[src/rtl/mac_stat_pkg.sv]
package mac_stat_pkg;

    // register window in byte offsets
    localparam int WIN_BASE = 'h100;
    localparam int WIN_LAST = 'h1B0;

    // word slots inside the window
    localparam int SLOT_OCT_LO = 0;
    localparam int SLOT_OCT_HI = 1;
    localparam int SLOT_EV0    = 2;

    // event counter indices (slot = SLOT_EV0 + index)
    localparam int EV_TX_FRM    = 0;
    localparam int EV_TX_BC     = 1;
    localparam int EV_TX_MC     = 2;
    localparam int EV_RX_BC     = 3;
    localparam int EV_RX_MC     = 4;
    localparam int EV_RX_PAUSE  = 5;
    localparam int EV_RX_LEN64  = 6;
    localparam int EV_RX_LEN127 = 7;
    localparam int EV_RX_ERR    = 8;
    localparam int NUM_EV       = 9;
    localparam int EV_SEL_W     = 4;

    // length bin edges
    localparam int BIN_A_LEN = 64;
    localparam int BIN_B_LO  = 65;
    localparam int BIN_B_HI  = 127;

    typedef enum logic [1:0] {
        RD_NONE   = 2'd0,
        RD_OCT_LO = 2'd1,
        RD_OCT_HI = 2'd2,
        RD_EV     = 2'd3
    } rd_kind_e;

    typedef struct packed {
        rd_kind_e              kind;
        logic [EV_SEL_W-1:0]   ev_sel;
    } rd_dec_t;

    typedef struct packed {
        logic vld;
        logic bc;
        logic mc;
    } tx_flags_t;

    typedef struct packed {
        logic vld;
        logic ok;
        logic bc;
        logic mc;
        logic pause;
    } rx_flags_t;

    // map a byte address onto the register kind it selects
    function automatic rd_dec_t decode_addr(input logic [31:0] addr);
        rd_dec_t d;
        int      slot;
        d.kind   = RD_NONE;
        d.ev_sel = '0;
        if (addr >= 32'(WIN_BASE) && addr <= 32'(WIN_LAST)) begin
            slot = (int'(addr) - WIN_BASE) / 4;
            if (slot == SLOT_OCT_LO) begin
                d.kind = RD_OCT_LO;
            end else if (slot == SLOT_OCT_HI) begin
                d.kind = RD_OCT_HI;
            end else if (slot < SLOT_EV0 + NUM_EV) begin
                d.kind   = RD_EV;
                d.ev_sel = EV_SEL_W'(slot - SLOT_EV0);
            end
        end
        return d;
    endfunction

endpackage

[src/rtl/mac_stat_counter.sv]
module mac_stat_counter #(
    parameter int W     = 32,
    parameter int AMT_W = 1
) (
    input  logic             clk,
    input  logic             rst,
    input  logic             clr,
    input  logic [AMT_W-1:0] amt,
    output logic [W-1:0]     cnt
);
    logic [W-1:0] cnt_q;
    logic [W-1:0] amt_ext;
    logic [W:0]   sum;

    always_comb begin
        amt_ext             = '0;
        amt_ext[AMT_W-1:0]  = amt;
        sum                 = {1'b0, cnt_q} + {1'b0, amt_ext};
    end

    // clear on read keeps the same-cycle increment; saturate on carry out
    always_ff @(posedge clk) begin
        if (rst) begin
            cnt_q <= '0;
        end else if (clr) begin
            cnt_q <= amt_ext;
        end else if (sum[W]) begin
            cnt_q <= '1;
        end else begin
            cnt_q <= sum[W-1:0];
        end
    end

    assign cnt = cnt_q;
endmodule

[src/rtl/mac_stat_octet.sv]
module mac_stat_octet #(
    parameter int OCT_W = 48,
    parameter int LEN_W = 16,
    localparam int HI_W = OCT_W - 32
) (
    input  logic             clk,
    input  logic             rst,
    input  logic [LEN_W-1:0] amt,
    input  logic             rd_lo,
    input  logic             rd_hi,
    output logic [OCT_W-1:0] cnt,
    output logic [HI_W-1:0]  hi_hold
);
    logic [OCT_W-1:0] total;
    logic [HI_W-1:0]  hold_q;

    mac_stat_counter #(
        .W     (OCT_W),
        .AMT_W (LEN_W)
    ) u_total (
        .clk (clk),
        .rst (rst),
        .clr (rd_lo),
        .amt (amt),
        .cnt (total)
    );

    // upper bits frozen at the low read, cleared when read themselves
    always_ff @(posedge clk) begin
        if (rst) begin
            hold_q <= '0;
        end else if (rd_lo) begin
            hold_q <= total[OCT_W-1:32];
        end else if (rd_hi) begin
            hold_q <= '0;
        end
    end

    assign cnt     = total;
    assign hi_hold = hold_q;
endmodule

[src/rtl/mac_stat_ev_decode.sv]
module mac_stat_ev_decode
    import mac_stat_pkg::*;
#(
    parameter int LEN_W = 16
) (
    input  tx_flags_t          tx,
    input  logic [LEN_W-1:0]   tx_octets,
    input  rx_flags_t          rx,
    input  logic [LEN_W-1:0]   rx_len,
    output logic [NUM_EV-1:0]  ev_inc,
    output logic [LEN_W-1:0]   oct_amt
);
    logic rx_good;
    logic rx_bad;
    logic len_a;
    logic len_b;

    always_comb begin
        rx_good = rx.vld & rx.ok;
        rx_bad  = rx.vld & ~rx.ok;
        len_a   = (rx_len == LEN_W'(BIN_A_LEN));
        len_b   = (rx_len >= LEN_W'(BIN_B_LO)) && (rx_len <= LEN_W'(BIN_B_HI));

        ev_inc               = '0;
        ev_inc[EV_TX_FRM]    = tx.vld;
        ev_inc[EV_TX_BC]     = tx.vld & tx.bc;
        ev_inc[EV_TX_MC]     = tx.vld & tx.mc;
        ev_inc[EV_RX_BC]     = rx_good & rx.bc;
        ev_inc[EV_RX_MC]     = rx_good & rx.mc;
        ev_inc[EV_RX_PAUSE]  = rx_good & rx.pause;
        ev_inc[EV_RX_LEN64]  = rx_good & len_a;
        ev_inc[EV_RX_LEN127] = rx_good & len_b;
        ev_inc[EV_RX_ERR]    = rx_bad;

        oct_amt = tx.vld ? tx_octets : '0;
    end
endmodule

[src/rtl/mac_stat_rd_port.sv]
module mac_stat_rd_port
    import mac_stat_pkg::*;
#(
    parameter int ADDR_W = 12,
    parameter int CNT_W  = 32,
    parameter int HI_W   = 16
) (
    input  logic                          clk,
    input  logic                          rst,
    input  logic                          rd_en,
    input  logic [ADDR_W-1:0]             rd_addr,
    input  logic [NUM_EV-1:0][CNT_W-1:0]  ev_cnt,
    input  logic [31:0]                   oct_lo,
    input  logic [HI_W-1:0]               oct_hi,
    output logic [NUM_EV-1:0]             ev_clr,
    output logic                          oct_lo_rd,
    output logic                          oct_hi_rd,
    output logic [31:0]                   rd_data
);
    rd_dec_t     dec;
    logic [31:0] mux;
    logic [31:0] data_q;

    always_comb begin
        dec       = decode_addr(32'(rd_addr));
        mux       = '0;
        ev_clr    = '0;
        oct_lo_rd = 1'b0;
        oct_hi_rd = 1'b0;
        case (dec.kind)
            RD_OCT_LO: begin
                mux       = oct_lo;
                oct_lo_rd = rd_en;
            end
            RD_OCT_HI: begin
                mux[HI_W-1:0] = oct_hi;
                oct_hi_rd     = rd_en;
            end
            RD_EV: begin
                for (int i = 0; i < NUM_EV; i++) begin
                    if (dec.ev_sel == EV_SEL_W'(i)) begin
                        mux[CNT_W-1:0] = ev_cnt[i];
                        ev_clr[i]      = rd_en;
                    end
                end
            end
            default: ;
        endcase
    end

    always_ff @(posedge clk) begin
        if (rst) begin
            data_q <= '0;
        end else if (rd_en) begin
            data_q <= mux;
        end else begin
            data_q <= '0;
        end
    end

    assign rd_data = data_q;
endmodule

[src/rtl/mac_stat_bank.sv]
module mac_stat_bank
    import mac_stat_pkg::*;
#(
    parameter int ADDR_W = 12,
    parameter int LEN_W  = 16,
    parameter int CNT_W  = 32,
    parameter int OCT_W  = 48
) (
    input  logic              clk,
    input  logic              rst,
    input  logic              tx_frm_vld,
    input  logic [LEN_W-1:0]  tx_octets,
    input  logic              tx_is_bcast,
    input  logic              tx_is_mcast,
    input  logic              rx_frm_vld,
    input  logic              rx_ok,
    input  logic [LEN_W-1:0]  rx_len,
    input  logic              rx_is_bcast,
    input  logic              rx_is_mcast,
    input  logic              rx_is_pause,
    input  logic              rd_en,
    input  logic [ADDR_W-1:0] rd_addr,
    output logic [31:0]       rd_data
);
    localparam int HI_W = OCT_W - 32;

    tx_flags_t                  tx_f;
    rx_flags_t                  rx_f;
    logic [NUM_EV-1:0]          ev_inc;
    logic [NUM_EV-1:0]          ev_clr;
    logic [NUM_EV-1:0][CNT_W-1:0] ev_cnt;
    logic [LEN_W-1:0]           oct_amt;
    logic [OCT_W-1:0]           oct_cnt;
    logic [HI_W-1:0]            oct_hi;
    logic                       oct_lo_rd;
    logic                       oct_hi_rd;

    assign tx_f = '{vld: tx_frm_vld, bc: tx_is_bcast, mc: tx_is_mcast};
    assign rx_f = '{vld: rx_frm_vld, ok: rx_ok, bc: rx_is_bcast,
                    mc: rx_is_mcast, pause: rx_is_pause};

    mac_stat_ev_decode #(
        .LEN_W (LEN_W)
    ) u_dec (
        .tx        (tx_f),
        .tx_octets (tx_octets),
        .rx        (rx_f),
        .rx_len    (rx_len),
        .ev_inc    (ev_inc),
        .oct_amt   (oct_amt)
    );

    for (genvar g = 0; g < NUM_EV; g++) begin : g_ev
        mac_stat_counter #(
            .W     (CNT_W),
            .AMT_W (1)
        ) u_cnt (
            .clk (clk),
            .rst (rst),
            .clr (ev_clr[g]),
            .amt (ev_inc[g]),
            .cnt (ev_cnt[g])
        );
    end

    mac_stat_octet #(
        .OCT_W (OCT_W),
        .LEN_W (LEN_W)
    ) u_oct (
        .clk     (clk),
        .rst     (rst),
        .amt     (oct_amt),
        .rd_lo   (oct_lo_rd),
        .rd_hi   (oct_hi_rd),
        .cnt     (oct_cnt),
        .hi_hold (oct_hi)
    );

    mac_stat_rd_port #(
        .ADDR_W (ADDR_W),
        .CNT_W  (CNT_W),
        .HI_W   (HI_W)
    ) u_rd (
        .clk       (clk),
        .rst       (rst),
        .rd_en     (rd_en),
        .rd_addr   (rd_addr),
        .ev_cnt    (ev_cnt),
        .oct_lo    (oct_cnt[31:0]),
        .oct_hi    (oct_hi),
        .ev_clr    (ev_clr),
        .oct_lo_rd (oct_lo_rd),
        .oct_hi_rd (oct_hi_rd),
        .rd_data   (rd_data)
    );
endmodule

[config.mk]
export PLATFORM = sky130hd
export DESIGN_NAME = mac_stat_bank
export DESIGN_NICKNAME = d
export VERILOG_FILES = /design/src/rtl/mac_stat_pkg.sv /design/src/rtl/mac_stat_counter.sv /design/src/rtl/mac_stat_octet.sv /design/src/rtl/mac_stat_ev_decode.sv /design/src/rtl/mac_stat_rd_port.sv /design/src/rtl/mac_stat_bank.sv
export SDC_FILE = /design/constraint.sdc
export NUM_CORES = 1
export LEC_CHECK = 0
export ABC_AREA = 1
export BUFFER_PORTS_ARGS = -buffer_cell sky130_fd_sc_hd__buf_4
export CAP_MARGIN = 20
export CORE_ASPECT_RATIO = 1.5
export CORE_MARGIN = 1
export CORE_UTILIZATION = 45
export CTS_CLUSTER_DIAMETER = 80
export DETAILED_ROUTE_END_ITERATION = 16
export PLACE_DENSITY = 0.61
export SYNTH_ARGS = -nofsm -noshare
export SYNTH_HDL_FRONTEND = slang
export SYNTH_SLANG_ARGS = --single-unit
[constraint.sdc]
create_clock -name clk -period 5.6 [get_ports clk]
set_clock_uncertainty 0.15 [all_clocks]
set_input_delay 0.56 -clock clk [delete_from_list [all_inputs] [get_ports clk]]
set_output_delay 0.56 -clock clk [all_outputs]
set_load 0.05 [all_outputs]
==> Word-level counts from Yosys, hierarchy flattened <==
Index checks and enable logic that the tools add are counted.
{ "op_classes": {"n_addsub": 13, "magnitude_cmp": 5, "n_eq_ne": 13, "mux": 52, "bitwise": 12, "n_reduce_logical": 17} }
{ "op_table": {"columns": ["cell", "n"], "rows": [
  ["2-to-1 mux 32 bit", 18],
  ["adder 32 x 1 -> 33 bit", 9],
  ["2-to-1 mux 16 bit", 4],
  ["adder 48 x 16 -> 49 bit", 1],
  ["2-to-1 mux 48 bit", 1],
  ["case mux 16 bit (3 select lines)", 1],
  ["adder 32 x 1 -> 32 bit", 1],
  ["equality test 32 x 2 -> 1 bit (second input constant)", 1],
  ["logical NOT 32 bit", 1],
  ["< comparator 32 x 5 -> 1 bit (second input constant)", 1],
  ["case mux 16 bit (2 select lines)", 1],
  ["OR reduction 2 bit", 12],
  ["2-to-1 mux 1 bit", 20],
  ["equality test 16 x 7 -> 1 bit (second input constant)", 1],
  ["equality test 4 x 3 -> 1 bit (second input constant)", 4],
  ["greater-or-equal comparator 16 x 7 -> 1 bit (second input constant)", 1],
  ["<= comparator 16 x 7 -> 1 bit (second input constant)", 1],
  ["subtractor 12 x 9 -> 13 bit (second input constant)", 1],
  ["greater-or-equal comparator 12 x 9 -> 1 bit (second input constant)", 1],
  ["<= comparator 12 x 9 -> 1 bit (second input constant)", 1],
  ["2-to-1 mux 6 bit", 2],
  ["AND 1 bit", 10],
  ["2-to-1 mux 9 bit", 1],
  ["equality test 4 x 2 -> 1 bit (second input constant)", 2],
  ["11 further kinds", 16]
]} }
{ "word_totals": {"ff_bits": 384, "input_bits": 55} }

==> Longest topological paths before layout <==
{ "depth": {"word_depth": 20, "mapped_depth": 32, "mapped_depth_nobuf": 31} }

==> Hierarchy <==
Synthesis repeated with hierarchy kept, for this count alone.
{ "hier_totals": {"hier_cells": 4564, "hier_area_um2": 27981.8} }
{ "by_module_without_submodules": {"columns": ["module", "instances", "cells_per_inst", "area_each_um2", "seq_area_each_um2"], "rows": [
  ["mac_stat_counter (g_ev[0].u_cnt ...)", 9, 304, 1973.1, 640.6],
  ["mac_stat_rd_port", 1, 937, 5067.4, 640.6],
  ["mac_stat_counter (u_oct.u_total)", 1, 750, 4281.6, 960.9],
  ["mac_stat_octet", 1, 70, 584.3, 320.3],
  ["mac_stat_ev_decode", 1, 71, 290.3, 0.0]
]} }

==> Least setup slack after synthesis <==
OpenSTA, ideal clock, no wires.
{ "synth_path": {"kind": "input to register", "start": "input rd_addr[9]", "end": "register u_rd.data_q[28], in the netlist u_rd.rd_data[28]", "setup_time_ps": 67, "arrival_time_ps": 4069, "setup_slack_ps": 1314, "path_stages": 29, "path_buffers": 2, "cell_sequence": "inv_1 -> ha_1 -> nand2_2 -> nor3_1 -> ha_1 -> ha_1 -> nand3_2 -> nor2_4 -> nand2_1 -> ha_1 -> nand2_1 -> nor3_1 -> and3_1 -> inv_1 -> a21oi_4 -> nand3_4 -> nand2_4 -> nand2_4 -> nor2_8 -> buf_6 -> inv_2 -> nor3_4 -> buf_6 -> nand2_2 -> nand4_1 -> nand2_1 -> nand2_1 -> nand2_1 -> a21oi_2"} }
{ "synth_via": {"elab_chain_len": 19, "elab_cells_between_ends": 37, "cone_classes": "add/sub: 3; order compare: 3; eq/ne: 11; mux: 16; bitwise: 1; reduce/logical: 3"} }
{ "synth_lines": {"columns": ["element", "line_no", "rtl"], "rows": [
  ["start, declared", "mac_stat_bank.sv:22", "input logic [ADDR_W-1:0] rd_addr,"],
  ["subtractor 12 x 9 -> 13 bit", "mac_stat_pkg.sv:63", "slot = (int'(addr) - WIN_BASE) / 4;"],
  ["AND 1 bit (no line)", null, null],
  ["adder 32 x 1 -> 32 bit (no line)", null, null],
  ["< comparator 32 x 5 -> 1 bit / subtractor 4 x 3 -> 4 bit (equally long branches)", "mac_stat_pkg.sv:68, mac_stat_pkg.sv:70", null],
  ["2-to-1 mux 6 bit", "mac_stat_pkg.sv:68", "end else if (slot < SLOT_EV0 + NUM_EV) begin"],
  ["2-to-1 mux 4 bit", "mac_stat_pkg.sv:66", "end else if (slot == SLOT_OCT_HI) begin"],
  ["2-to-1 mux 4 bit", "mac_stat_pkg.sv:64", "if (slot == SLOT_OCT_LO) begin"],
  ["2-to-1 mux 6 bit *", "mac_stat_pkg.sv:62", "if (addr >= 32'(WIN_BASE) && addr <= 32'(WIN_LAST)) begin"],
  ["logical NOT 4 bit", "mac_stat_rd_port.sv:41", "if (dec.ev_sel == EV_SEL_W'(i)) begin"],
  ["2-to-1 mux 32 bit (9 in series)", "mac_stat_rd_port.sv:41", null],
  ["case mux 16 bit (2 select lines) *", "mac_stat_rd_port.sv:30", "case (dec.kind)"],
  ["end signal, assigned", "mac_stat_rd_port.sv:55", "data_q <= mux;"],
  ["end, declared", "mac_stat_rd_port.sv:22", "logic [31:0] data_q;"]
]} }
Every way passes the cells marked *; elsewhere a longest branch is shown, timed or not.
A chain may end at the register's enable or synchronous reset.

==> Worst setup path in the final report <==
{ "layout_path": {"start": "input rd_addr[9]", "end": "register u_rd.data_q[20], in the netlist u_rd.rd_data[20]"} }
The elaborated chain is that of the path after synthesis.

==> impl_metrics.ini <==
[clock_network]
clockBufferDepth = 3
postCtsHoldBufs = 0
post_cts_resized = 0
worstSkewPairLatency_ns = 0.59
cts-buffers-inserted = 43
h-tree-depth = 2
clk_pin_slew_worst_paths_ns = 0.07
tritoncts = yes
cts_setup_buffers = 0
cts_root_buffer = clkbuf_16
cts_num_sinks = 384

[setup_path]
arrival_ns = 5.38
r2r_end = g_ev[0].u_cnt.cnt[27]
r2r_setup_slack_ns = 1.93
reg2reg_depth = 18
cp-startpoint = rd_addr[9]
cp_slowest_cell = o21ai_0
r2r-start = g_ev[0].u_cnt.cnt[0]
critical_path_required_ns = 5.96
worstSetupPathType = in -> reg
cp-end-kind = flop
cp-start-kind = input pin
critPathCapture = u_rd.rd_data[20]
crit_fanout = 13
max_stage_delay_ns = 0.62

[floorplanning]
die_w_microns = 185.2
ios = 87
die_y_microns = 276.8
die_area_sq_mm = 0.05125
start_util_pct = 45.60
rows = 100
core_sq_mm = 0.04967

[timing]
fmax_mhz = 199.3
fin_tns_setup_ns = 0
slew_violations = 0
fin_crit_ns = 5.018
worst_pin_slew_ns = 1.057
fin_crit_sh_pct = 89.60
setup_violations = 0
slew_headroom_pct = 29.01
grt_setup_unrepaired = no
finalHoldViolCount = 0

[run_status]
outcome = finished clean

[power]
clkPwrFrac_pct = 49.9
switching_share_pct = 23.76
p_sw_uw = 1488
finalPower_uw = 6261
p_per_area_mw_per_mm2 = 244.8
p_leak_uw = 0.009557
irDropWorstVdd_mv = 0.2071
comb_power_share_pct = 5.6
p_int_uw = 4773
seqPwrFrac_pct = 44.5

[synth]
ys_seq_area_share_pct = 33.94
synth_cell_types = 64
syn_area_sq_mm = 0.02265
synthTopCellsByArea = dfxtp_1 (34%), nand2_1 (12%), inv_1 (7.0%), nor2_1 (6.1%), a21oi_1 (5.7%)
synth_top_area_share_pct = 33.94
synth_compound_area_share_pct = 14.05
synth_top_family_by_area = simple AND/OR/NAND/NOR gates
yosysTopAreaCell = dfxtp_1
synthMuxAreaShare_pct = 0.04419
synth_cells = 3378
syn-num-nets = 3480
synth-adder-area-share_pct = 2.630
synth_xor_area_share_pct = 6.961
syn_area_per_cell_sq_um = 6.705
synth-warning-count = 0
synth_simple_gate_area_share_pct = 32.87
ys_seq_elements = 384

[drt]
met2_wirelength_microns = 42420
viasPerCell = 5.613
firstDrtPassIters = 7
drc_errors = 0
wl_met1_microns = 30090
routed-wl-met3_microns = 4039
wire_per_inst_microns = 20.34
route.vias.total = 23250
drt.antenna.violating_nets = 0
routed.top_layer = met4
drt_iter0_markers = 1649
wirelength_microns = 84240

[grt]
antenna_found_initial = 0
grt_usage_pct = 32.47
grt_max_degree = 65
grt-ovfl-total = 0
grt_pass1_wl_microns = 126300
grt_pass1_vias = 22630

[place]
portBuffers = 86
hpwl_microns = 65590
placed_cell_area_sq_mm = 0.02405
place_congestion = 1.027
place_inst = 4064

[cells_and_area]
stdcell_area_sq_mm = 0.02557
multi_input_area_sq_mm = 0.01283
register_area_sq_mm = 0.007687
nFillCells = 5066
syn_to_final_growth_pct = 12.91
instances_no_fill = 4142
drive_above_1_share_pct = 8.796
fin_nets = 3548
num_antenna_cells = 0

[min_path]
hold_class = in -> reg
hold_depth = 3

[run]
drv_cap = 0
[power groups by stage]
stage | registers (uW) | clock network [uW] | logic [uW]
after CTS | 2780 | 3170 | 351
after detailed placement | 2840 | 0 | 349
after floorplan | 2830 | 0 | 241
final | 2780 | 3120 | 353
after global placement | 2840 | 0 | 346
after global routing | 2790 | 3270 | 389
[Yosys cell counts, drive strengths merged]
cell type	count
a211oi	7
a21boi	1
a21o	3
a21oi	262
a221oi	16
a22oi	18
a2bb2oi	2
a311oi	6
a31o	1
a31oi	92
and2	3
and3	9
buf	51
clkbuf	64
clkinv	2
dfxtp	384
fa	1
ha	46
inv	432
mux2i	1
nand2	759
nand3	186
nand3b	15
nand4	102
nor2	388
nor3	108
nor3b	3
nor4	43
o2111ai	1
o211ai	8
o21a	7
o21ai	124
o21bai	4
o221ai	1
o22ai	2
o31ai	4
o41ai	1
or2	32
or3	3
or4	6
xnor2	59
xor2	121
[metrics by stage]
stage               hold WS (ns)  setup WS [ns]  utilization [%]
floorplan                 0.2882          1.314                -
global placement          0.2978         0.1852            48.39
detailed placement        0.3034         0.1190            48.41
CTS                       0.1226         0.7056            51.48
global route              0.1550         0.1852            51.48
finish                    0.1389         0.5822            51.48
[cell usage in the layout (no fill, tap or decap), types with 59 or more instances in the layout]
| cell | n |
|---|---|
| o21ai_0 | 104 |
| a21oi_1 | 260 |
| xnor2_1 | 59 |
| a31oi_1 | 92 |
| dfxtp_1 | 384 |
| nand4_1 | 102 |
| buf_4 | 135 |
| xor2_1 | 121 |
| nor3_1 | 97 |
| nand2_1 | 743 |
| inv_1 | 422 |
| nand3_1 | 180 |
| nor2_1 | 369 |
[how the worst min path moves through the flow]
stage,startpoint,endpoint,slack (ns)
2_1_floorplan,g_ev[6].u_cnt.cnt[31],g_ev[6].u_cnt.cnt[31],0.29
3_3_place_gp,u_oct.hi_hold[2],u_oct.hi_hold[2],0.30
3_5_place_dp,u_oct.hi_hold[0],u_oct.hi_hold[0],0.30
4_1_cts,tx_octets[9],u_oct.u_total.cnt[9],0.12
5_1_grt,tx_octets[11],u_oct.u_total.cnt[11],0.16
6_report,tx_octets[9],u_oct.u_total.cnt[9],0.14
[logic make-up (layout without fill, tap and decap cells)]
kind of cell,count (synthesis),after routing
mux,1,1
fa+ha+maj,47,47
xor+xnor,180,180
flops,384,384
buf+inv,549,650
compound gates,560,560
simple gates,1657,1657
[critical path: cells and delay by family]
| family | cells | cell delay [ns] |
|---|---|---|
| buffers and inverters | 3 | 0.31 |
| AO/OA/AOI/OAI | 3 | 0.90 |
| AND/OR/NAND/NOR | 18 | 2.59 |
| adder cells (fa/ha/maj) | 4 | 1.00 |
[per-layer routing]
layer,vias to the layer above,global-route usage (%)
met5,-,0
met3,291,4.156
met2,766,58.21
met4,0,26.66
li1,11270,-
met1,10920,33.20
[flip-flops by register name (all words and copies together) (netlist names)]
register	cells
u_oct.u_total.cnt	48
u_rd.rd_data	32
g_ev.u_cnt.cnt	288
u_oct.hi_hold	16
[final cells by class]
| class | instances | area share [%] |
|---|---|---|
| multi-input combinational | 2445 | 50.19 |
| sequential | 384 | 30.06 |
| inverter | 434 | 6.370 |
| clock buffer | 60 | 4.897 |
| timing repair buffer | 138 | 4.164 |
| tap | 663 | 3.244 |
| clock inverter | 18 | 1.076 |
Note: power is estimated with default switching activity, not from simulation.
